==> config.mk <==
export PLATFORM = sky130hd
export DESIGN_NAME = rx_msg_ring
export DESIGN_NICKNAME = d
export VERILOG_FILES = /design/src/rtl/rxr_pkg.sv /design/src/rtl/rxr_store.sv /design/src/rtl/rxr_wr_ctrl.sv /design/src/rtl/rx_msg_ring.sv
export SDC_FILE = /design/constraint.sdc
export NUM_CORES = 2
export LEC_CHECK = 0
export BUFFER_PORTS_ARGS = -buffer_cell sky130_fd_sc_hd__buf_2
export CORE_MARGIN = 2
export CORE_UTILIZATION = 28
export CTS_CLUSTER_DIAMETER = 40
export DETAILED_ROUTE_END_ITERATION = 6
export PLACE_DENSITY = 0.54
export SLEW_MARGIN = 20
export SYNTH_ARGS = -nofsm -noshare
export SYNTH_HDL_FRONTEND = slang
export SYNTH_SLANG_ARGS = --single-unit
==> constraint.sdc <==
create_clock -name clk -period 5 [get_ports clk]
set_input_delay 0.25 -clock clk [delete_from_list [all_inputs] [get_ports clk]]
set_output_delay 0.25 -clock clk [all_outputs]
set_load 0.02 [all_outputs]
==> src/rtl/rxr_pkg.sv <==
package rxr_pkg;
   localparam int unsigned HDR_EXT_BIT  = 7;
   localparam int unsigned HDR_RTR_BIT  = 6;
   localparam int unsigned STD_BASE_LEN = 3;
   localparam int unsigned EXT_BASE_LEN = 5;
   localparam int unsigned MAX_DATA     = 8;

   // Message length in bytes derived from its header byte
   function automatic logic [3:0] msg_len(input logic [7:0] hdr);
      logic [3:0] data_n;
      if (hdr[HDR_RTR_BIT])
         data_n = 4'd0;
      else if (hdr[3:0] > 4'(MAX_DATA))
         data_n = 4'(MAX_DATA);
      else
         data_n = hdr[3:0];
      return (hdr[HDR_EXT_BIT] ? 4'(EXT_BASE_LEN) : 4'(STD_BASE_LEN)) + data_n;
   endfunction
endpackage

==> src/rtl/rxr_store.sv <==
module rxr_store #(
   parameter int unsigned DEPTH = 64,
   parameter int unsigned WIN   = 13,
   localparam int unsigned AW   = $clog2(DEPTH)
) (
   input  logic              clk,
   input  logic              rst_n,
   input  logic              we,
   input  logic [AW-1:0]     waddr,
   input  logic [7:0]        wdata,
   input  logic [AW-1:0]     base,
   output logic [WIN*8-1:0]  window,
   output logic [7:0]        head
);
   logic [7:0] mem [DEPTH];

   always_ff @(posedge clk) begin
      if (!rst_n) begin
         for (int i = 0; i < DEPTH; i++) mem[i] <= 8'h00;
      end else if (we) begin
         mem[waddr] <= wdata;
      end
   end

   for (genvar k = 0; k < WIN; k++) begin : g_win
      logic [AW-1:0] a;
      assign a = base + AW'(k);
      assign window[k*8 +: 8] = mem[a];
   end

   assign head = window[7:0];
endmodule

==> src/rtl/rxr_wr_ctrl.sv <==
module rxr_wr_ctrl #(
   parameter int unsigned DEPTH = 64,
   localparam int unsigned AW   = $clog2(DEPTH),
   localparam int unsigned CW   = $clog2(DEPTH + 1)
) (
   input  logic          clk,
   input  logic          rst_n,
   input  logic          wr_sof,
   input  logic          wr_valid,
   input  logic          wr_commit,
   input  logic          wr_discard,
   input  logic [CW-1:0] used,
   output logic          we,
   output logic [AW-1:0] waddr,
   output logic          commit_fire,
   output logic [CW-1:0] commit_len,
   output logic          ovr_evt
);
   logic [AW-1:0] wr_ptr;
   logic [CW-1:0] tent;
   logic          drop;
   logic [CW-1:0] tent_base;
   logic          drop_eff;
   logic          fits;

   assign tent_base = wr_sof ? '0 : tent;
   assign drop_eff  = wr_sof ? 1'b0 : drop;
   assign fits      = ({1'b0, used} + {1'b0, tent_base}) < (CW+1)'(DEPTH);

   assign we          = wr_valid && !drop_eff && fits;
   assign ovr_evt     = wr_valid && !drop_eff && !fits;
   assign waddr       = wr_ptr + tent_base[AW-1:0];
   assign commit_fire = wr_commit && !drop && (tent != '0);
   assign commit_len  = tent;

   always_ff @(posedge clk) begin
      if (!rst_n) begin
         wr_ptr <= '0;
         tent   <= '0;
         drop   <= 1'b0;
      end else if (wr_valid) begin
         drop <= drop_eff;
         if (we) begin
            tent <= tent_base + CW'(1);
         end else if (ovr_evt) begin
            tent <= '0;
            drop <= 1'b1;
         end
      end else if (wr_discard) begin
         tent <= '0;
         drop <= 1'b0;
      end else if (commit_fire) begin
         wr_ptr <= wr_ptr + tent[AW-1:0];
         tent   <= '0;
      end
   end

   // committed plus in-progress bytes stay within the ring
   a_r3_no_overflow: assert property (@(posedge clk) disable iff (!rst_n)
      ({1'b0, used} + {1'b0, tent}) <= (CW+1)'(DEPTH));
   // write strobes are mutually exclusive; sof only with a byte
   a_r3_strobes_onehot: assert property (@(posedge clk) disable iff (!rst_n)
      $onehot0({wr_valid, wr_commit, wr_discard}) && (!wr_sof || wr_valid));
endmodule

==> src/rtl/rx_msg_ring.sv <==
module rx_msg_ring #(
   parameter int unsigned DEPTH = 64,
   parameter int unsigned WIN   = 13,
   parameter int unsigned CNT_W = 5,
   localparam int unsigned AW   = $clog2(DEPTH),
   localparam int unsigned CW   = $clog2(DEPTH + 1)
) (
   input  logic             clk,
   input  logic             rst_n,
   input  logic             wr_sof,
   input  logic             wr_valid,
   input  logic [7:0]       wr_data,
   input  logic             wr_commit,
   input  logic             wr_discard,
   input  logic             rel_cmd,
   input  logic             clr_ovr,
   output logic [WIN*8-1:0] win_data,
   output logic [AW-1:0]    start_addr,
   output logic [CNT_W-1:0] msg_cnt,
   output logic             not_empty,
   output logic             overrun
);
   import rxr_pkg::*;

   if ((1 << AW) != DEPTH) begin : g_chk_pow2
      $error("DEPTH must be a power of two");
   end
   if (DEPTH < 16 || WIN > DEPTH) begin : g_chk_win
      $error("DEPTH must be at least 16 and hold the window");
   end
   if ((1 << CNT_W) <= DEPTH / STD_BASE_LEN) begin : g_chk_cnt
      $error("CNT_W too narrow for the message count");
   end

   logic [CW-1:0] used;
   logic          we;
   logic [AW-1:0] waddr;
   logic          commit_fire;
   logic [CW-1:0] commit_len;
   logic          ovr_evt;
   logic [7:0]    head;
   logic          rel_fire;
   logic [3:0]    rel_len;

   rxr_wr_ctrl #(.DEPTH(DEPTH)) u_wr (
      .clk(clk), .rst_n(rst_n), .wr_sof(wr_sof), .wr_valid(wr_valid),
      .wr_commit(wr_commit), .wr_discard(wr_discard), .used(used),
      .we(we), .waddr(waddr), .commit_fire(commit_fire),
      .commit_len(commit_len), .ovr_evt(ovr_evt)
   );

   rxr_store #(.DEPTH(DEPTH), .WIN(WIN)) u_store (
      .clk(clk), .rst_n(rst_n), .we(we), .waddr(waddr), .wdata(wr_data),
      .base(start_addr), .window(win_data), .head(head)
   );

   assign rel_fire = rel_cmd && (msg_cnt != '0);
   assign rel_len  = msg_len(head);

   always_ff @(posedge clk) begin
      if (!rst_n) begin
         start_addr <= '0;
         used       <= '0;
         msg_cnt    <= '0;
         overrun    <= 1'b0;
      end else begin
         used <= used + (commit_fire ? commit_len : '0)
                      - (rel_fire ? CW'(rel_len) : '0);
         if (rel_fire) start_addr <= start_addr + AW'(rel_len);
         if (commit_fire && !rel_fire)      msg_cnt <= msg_cnt + CNT_W'(1);
         else if (rel_fire && !commit_fire) msg_cnt <= msg_cnt - CNT_W'(1);
         if (ovr_evt)      overrun <= 1'b1;
         else if (clr_ovr) overrun <= 1'b0;
      end
   end

   assign not_empty = (msg_cnt != '0);

   // message count and committed byte count are empty together
   a_r9_empty_matches_bytes: assert property (@(posedge clk) disable iff (!rst_n)
      (msg_cnt == '0) == (used == '0));
   // overrun is sticky until cleared
   a_r8_ovr_sticky: assert property (@(posedge clk) disable iff (!rst_n)
      overrun && !clr_ovr |=> overrun);
   // release on an empty ring leaves the start address alone
   a_r5_rel_empty_noop: assert property (@(posedge clk) disable iff (!rst_n)
      rel_cmd && (msg_cnt == '0) |=> $stable(start_addr));
   // count moves only on commit or release
   a_r3_cnt_stable: assert property (@(posedge clk) disable iff (!rst_n)
      !wr_commit && !rel_cmd |=> $stable(msg_cnt));
endmodule

[Word-level counts from Yosys, hierarchy flattened]
Memories as Yosys holds them, arrays and structs flattened. A register that Yosys moved wholly into a read port is not among the register bits.
Index checks and enable logic that the tools add are counted.
Storage, ports and cells
  flip-flop bits (word level): 33
  latch bits: 0
  memory bits (writable): 512
  ROM bits: 0
  input port bits: 16
  output and inout bits: 117
  logic and storage cells: 86
  memories kept: 1
Memory list
  u_store.mem: depth 64, width 8, read ports 13, clocked after memory_dff 1, write ports 64, line rxr_store.sv:15  | logic [7:0] mem [DEPTH];
Cells by class
  add/sub/neg operators: 22
  multipliers: 0
  divide/modulo/power cells: 0
  order comparisons: 2
  equal/unequal tests: 1
  shift operators: 0
  multiplexer cells: 29
  bitwise logic cells: 2
  reductions and logical operators: 22
Operator list (count)
  7-bit 2-to-1 mux: 7
  6-bit by 4-bit adder with 6-bit output (second input constant): 5
  6-bit by 3-bit adder with 6-bit output (second input constant): 4
  6-bit 2-to-1 mux: 3
  6-bit by 2-bit adder with 6-bit output (second input constant): 2
  6-bit adder: 2
  1-bit 2-to-1 mux: 12
  4-bit 2-to-1 mux: 3
  5-bit 2-to-1 mux: 2
  7-bit by 7-bit adder with 8-bit output: 1
  1-bit logical AND: 8
  8-bit by 7-bit less-than comparator with 1-bit output (second input constant): 1
  8-bit 2-to-1 mux: 1
  8-bit OR reduction: 1
  7-bit by 1-bit adder with 7-bit output (second input constant): 1
  7-bit adder: 1
  7-bit nonzero test: 1
  7-bit by 4-bit subtractor with 7-bit output: 1
  6-bit by 1-bit adder with 6-bit output (second input constant): 1
  6-bit by 4-bit adder with 6-bit output: 1
  2-bit nonzero test: 3
  5-bit by 1-bit adder with 5-bit output (second input constant): 1
  1-bit logical NOT: 5
  5-bit nonzero test: 1
  9 further kinds: 10

[Logic depth before layout (Yosys ltp)]
  depth after elaboration: 9
  mapped depth: 22
  mapped depth without buffers: 19

[Modules after synthesis]
Synthesis repeated with hierarchy kept, for this count alone.
Unflattened totals
  cells, all modules: 3966
  area, all modules: 50524.7 um^2
Modules (own cells, without submodules)
  rxr_store: times used 1, cells each 3611, area an instance 47536.8 um^2, sequential area each 15374.7 um^2
  rx_msg_ring: times used 1, cells each 177, area an instance 1541.5 um^2, sequential area each 380.4 um^2
  rxr_wr_ctrl: times used 1, cells each 178, area an instance 1446.4 um^2, sequential area each 280.3 um^2

[Worst setup path after synthesis]
Ideal clock, no wire load.
  path kind: register to register
  start point: register with a tool-made name
  end point: register used[6]
  library setup time: 0.115 ns
  arrival: 4.966 ns
  data required time: 4.885 ns
  slack: -0.081 ns
  stages on the path, launching flop included: 19
  path buffers: 3
  period minus slack after synthesis: 5.081 ns
  path through: dfxtp_1 > buf_6 > buf_2 > buf_4 > mux4_2 > mux4_2 > mux4_2 > fa_1 > xnor2_1 > and3_1 > fa_1 > inv_1 > ha_1 > a21o_1 > a21oi_1 > o21bai_1 > a21oi_1 > xnor2_1 > and2_1
RTL lines
  end signal: assignment: line rx_msg_ring.sv:67  | used <= used + (commit_fire ? commit_len : '0)
  end: declaration: line rx_msg_ring.sv:35  | logic [CW-1:0] used;

==> flow_summary_export.csv <==
group,metric,value,unit
drt,firstDrtPassIters,6,
drt,wl_per_cell,36.82,um
synth,synthCells,3402,
global_routing,met3_usage,10.13,%
global_routing,grt_pass1_wl,308700,um
synth,yosys_register_bits,551,
synth,synth_common_cells,"901 x mux4_2, 516 x nor3_1, 512 x edfxtp_1",
worst_setup_path,crit_fanout,5,
sta,post-route-min-period,5081,ps
sta,period_share,101.6,%
placement,place_area,55040,um2
die,design.die.area,178500,um2
synth,synthArstFlopShare,0,%
drt,wirelength,224000,um
power,p_leak,19.53,nW
synth,yosys_warnings,0,
die,rows,153,
outcome,outcome,"complete, but fails checks",
sta,holdWs,97.60,ps
cells_and_area,seq_area,16180,um2
worst_setup_path,slowest_stage,"mux4_2",
placement,place_hpwl,166200,um
cts,clockRootBuffer,"clkbuf_16",
sta,rsz0062_at_grt,"true",
worst_setup_path,reg2reg_depth,19,
worst_setup_path,arrival,5660,ps
global_routing,grt_max_degree,129,
worst_setup_path,path_class,"flop to flop",
worst_setup_path,r2r_slack,-80,ps
cells_and_area,final_cells,6083,
run,maxCapViolCount,0,
cells_and_area,fillers,16820,
sta,setup_viol,2,
cts,ctsHtreeMaxLevel,3,
placement,gp_congestion,1.003,
die,die_w,422.5,um
die,io_pins,133,
sta,final_hold_viol_count,0,
global_routing,grtUsageMet1,31.82,%
synth,syn_nets,3476,
cells_and_area,multi_input_area,31340,um2
die,die-height,422.5,um
cells_and_area,final_nets,3744,
global_routing,grt.overflow.total,0,
worst_setup_path,end_kind,"flop",
synth,ys_types,56,
synth,ys.flop_type,"edfxtp_1",
power,irDropWorstVdd,0.0006746,V
synth,yosysMostFrequentCell,"mux4_2",
worst_setup_path,crit_chain,"bufbuf_16, mux4_2, mux4_2, mux4_2, and3_4, ha_4, buf_6, a21oi_4, o211ai_1, o211a_4, fa_1, inv_2, ha_4, buf_4, a21oi_2, nor2_1, nor2_1, xnor2_1, and2_1",
placement,dp.cells,5885,
synth,netlist_area,49050,um2
outcome,failed_checks,"setup timing",
global_routing,grt_antenna_before_repair,17,
min_path,min_from,"wr_discard",
die,initial_core_util,28.19,%
min_path,hold_path.class,"primary input to flop",
cts,cts.sinks,551,
worst_setup_path,worstReg2RegEnd,"used[5]$_SDFF_PN0_",
cells_and_area,drive_gt1_share,47.43,%
sta,max_freq,196.8,MHz
global_routing,grtUsageMet2,35.74,%
cts,clock_latency,720,ps
placement,numPortBuffers,132,
power,p_per_area,751.4,nW/um2
min_path,whs_path_depth,5,
drt,vias_per_cell,6.466,
synth,synth_top_cell_area_share,41.37,%
worst_setup_path,critPathMaxStageDelay,570,ps
worst_setup_path,worst_setup_path_start_kind,"flop",
drt,drc,0,
cts,clk_pin_slew,50,ps
drt,antenna_left,0,
synth,synth_top_area_cell,"mux4_2",
min_path,min_to,"u_wr.drop$_SDFFE_PN0P_",
sta,skew,52.36,ps
sta,tightest_slew,1151,ps
cells_and_area,design_area,58790,um2
global_routing,grt.total_usage,24.57,%
cells_and_area,area_growth,19.86,%
worst_setup_path,critPathTopFamily,"multiplexers",
drt,vias,39340,
worst_setup_path,required,5580,ps
drt,drtIter0Drc,6439,
global_routing,grt.busiest_layer,"met2",
synth,synth.area.top_cells,"mux4_2 41%, edfxtp_1 31%, mux2i_1 7.5%",
sta,maxSlewHeadroom,22.70,%
cts,cts_buffers,98,
sta,setup_ws,-81.03,ps
worst_setup_path,critPathMostFrequentCell,"mux4_2",
die,fp.coreArea,174000,um2
placement,dp_slack,-313.7,ps
cts,clockBufferDepth,3,
cts,cts_tree,"done",
synth,yosysSeqAreaShare,32.94,%
synth,synth_area_per_cell,14.42,um2
global_routing,grt_pass1_vias,36930,
synth,synth-edff-count,512,
worst_setup_path,cp_num_buf_inv,4,
cells_and_area,final_core_util,33.78,%
sta,drv_slew,0,
[cell type report]
class / instances / share of cell area (%)
clock buffers: 105 / 4.325
inverters: 52 / 0.3363
clock inverters: 78 / 1.486
multi-input cells: 2371 / 53.31
well taps: 2325 / 4.948
diodes: 5 / 0.02128
repair buffers: 596 / 8.043
flip-flops and latches: 551 / 27.53
[metrics by stage]
step                      TNS [ps]  total power [mW]
after floorplan                  0             24.14
after global placement      -585.7             35.75
after detailed placement    -656.5             35.86
after CTS                   -25.51             43.36
after global routing        -338.7             45.34
final                       -143.8             44.17
[worst max path at each step]
stage | end | cells after the start
5_1_grt | used[6]$_SDFF_PN0_ | 19
4_1_cts | used[6]$_SDFF_PN0_ | 16
3_3_place_gp | used[6]$_SDFF_PN0_ | 17
2_1_floorplan | used[6]$_SDFF_PN0_ | 18
3_5_place_dp | used[6]$_SDFF_PN0_ | 17
6_report | used[5]$_SDFF_PN0_ | 19
[metal layers]
metal	wire, um	vias up	share of wire [%]
met3	32540	472	15
met5	211	-	0.094
met1	81820	20680	37
met2	97090	3142	43
met4	12300	18	5.5
li1	-	15030	-
[tightest hold or removal path, delay by kind of cell]
family          cells  cell delay, ps
compound gates      2             290
simple gates        2             110
buf+inv             1             100
[registers in the layout, indices dropped and copies added (netlist names), named ones only]
name	flops
msg_cnt	5
overrun	1
start_addr	6
u_store.mem	512
u_wr.commit_len	7
u_wr.drop	1
u_wr.wr_ptr	6
used	7
[power breakdown]
group / total, mW / internal [mW] / switching, mW / leakage, nW
Clock: 7.00 / 4.32 / 2.68 / 1.63
Combinational: 31.4 / 13.5 / 17.9 / 12.5
Sequential: 5.77 / 5.33 / 0.443 / 5.39
[cell families after synthesis]
group,share of synthesized area (%)
muxes,50.06
buffers and inverters,4.194
and+or+nand+nor,7.242
AOI/OAI and AO/OA,2.827
xor gates and xnor gates,1.122
DFF,32.94
adders and majority gates,1.617
[layout by cell type, fill, tap and decap left out, types with 8 or more instances in the layout]
cell and count:
mux4_2 903, nor3_1 516, edfxtp_1 512, buf_4 410
mux2i_1 365, buf_2 132, clkbuf_16 101, nand2_1 90
o21ai_1 75, ha_1 43, buf_12 41, a21oi_1 39
inv_1 35, dfxtp_1 31, nor2b_1 29, nor2_1 26
mux2_2 25, a211oi_1 23, o21ai_0 21, xnor2_1 20
xnor2_2 17, and2_1 15, inv_6 15, inv_2 14
clkinvlp_4 14, xor2_1 13, clkinv_1 12, nand3_1 11
bufinv_16 11, mux4_1 10, a21o_1 10, a21boi_0 10
clkinv_4 10, buf_6 9, nand2_2 8, clkinv_2 8
[timing repair]
item                                    CTS  global route
pin swaps                                 9            12
hold endpoints to repair                  2             0
resized for setup                        31            15
hold buffers                              2             0
cloned                                    1             0
buffers inserted                          8             1
endpoints found under the setup margin    4            15
No activity file was read; power rests on OpenSTA's default activity.
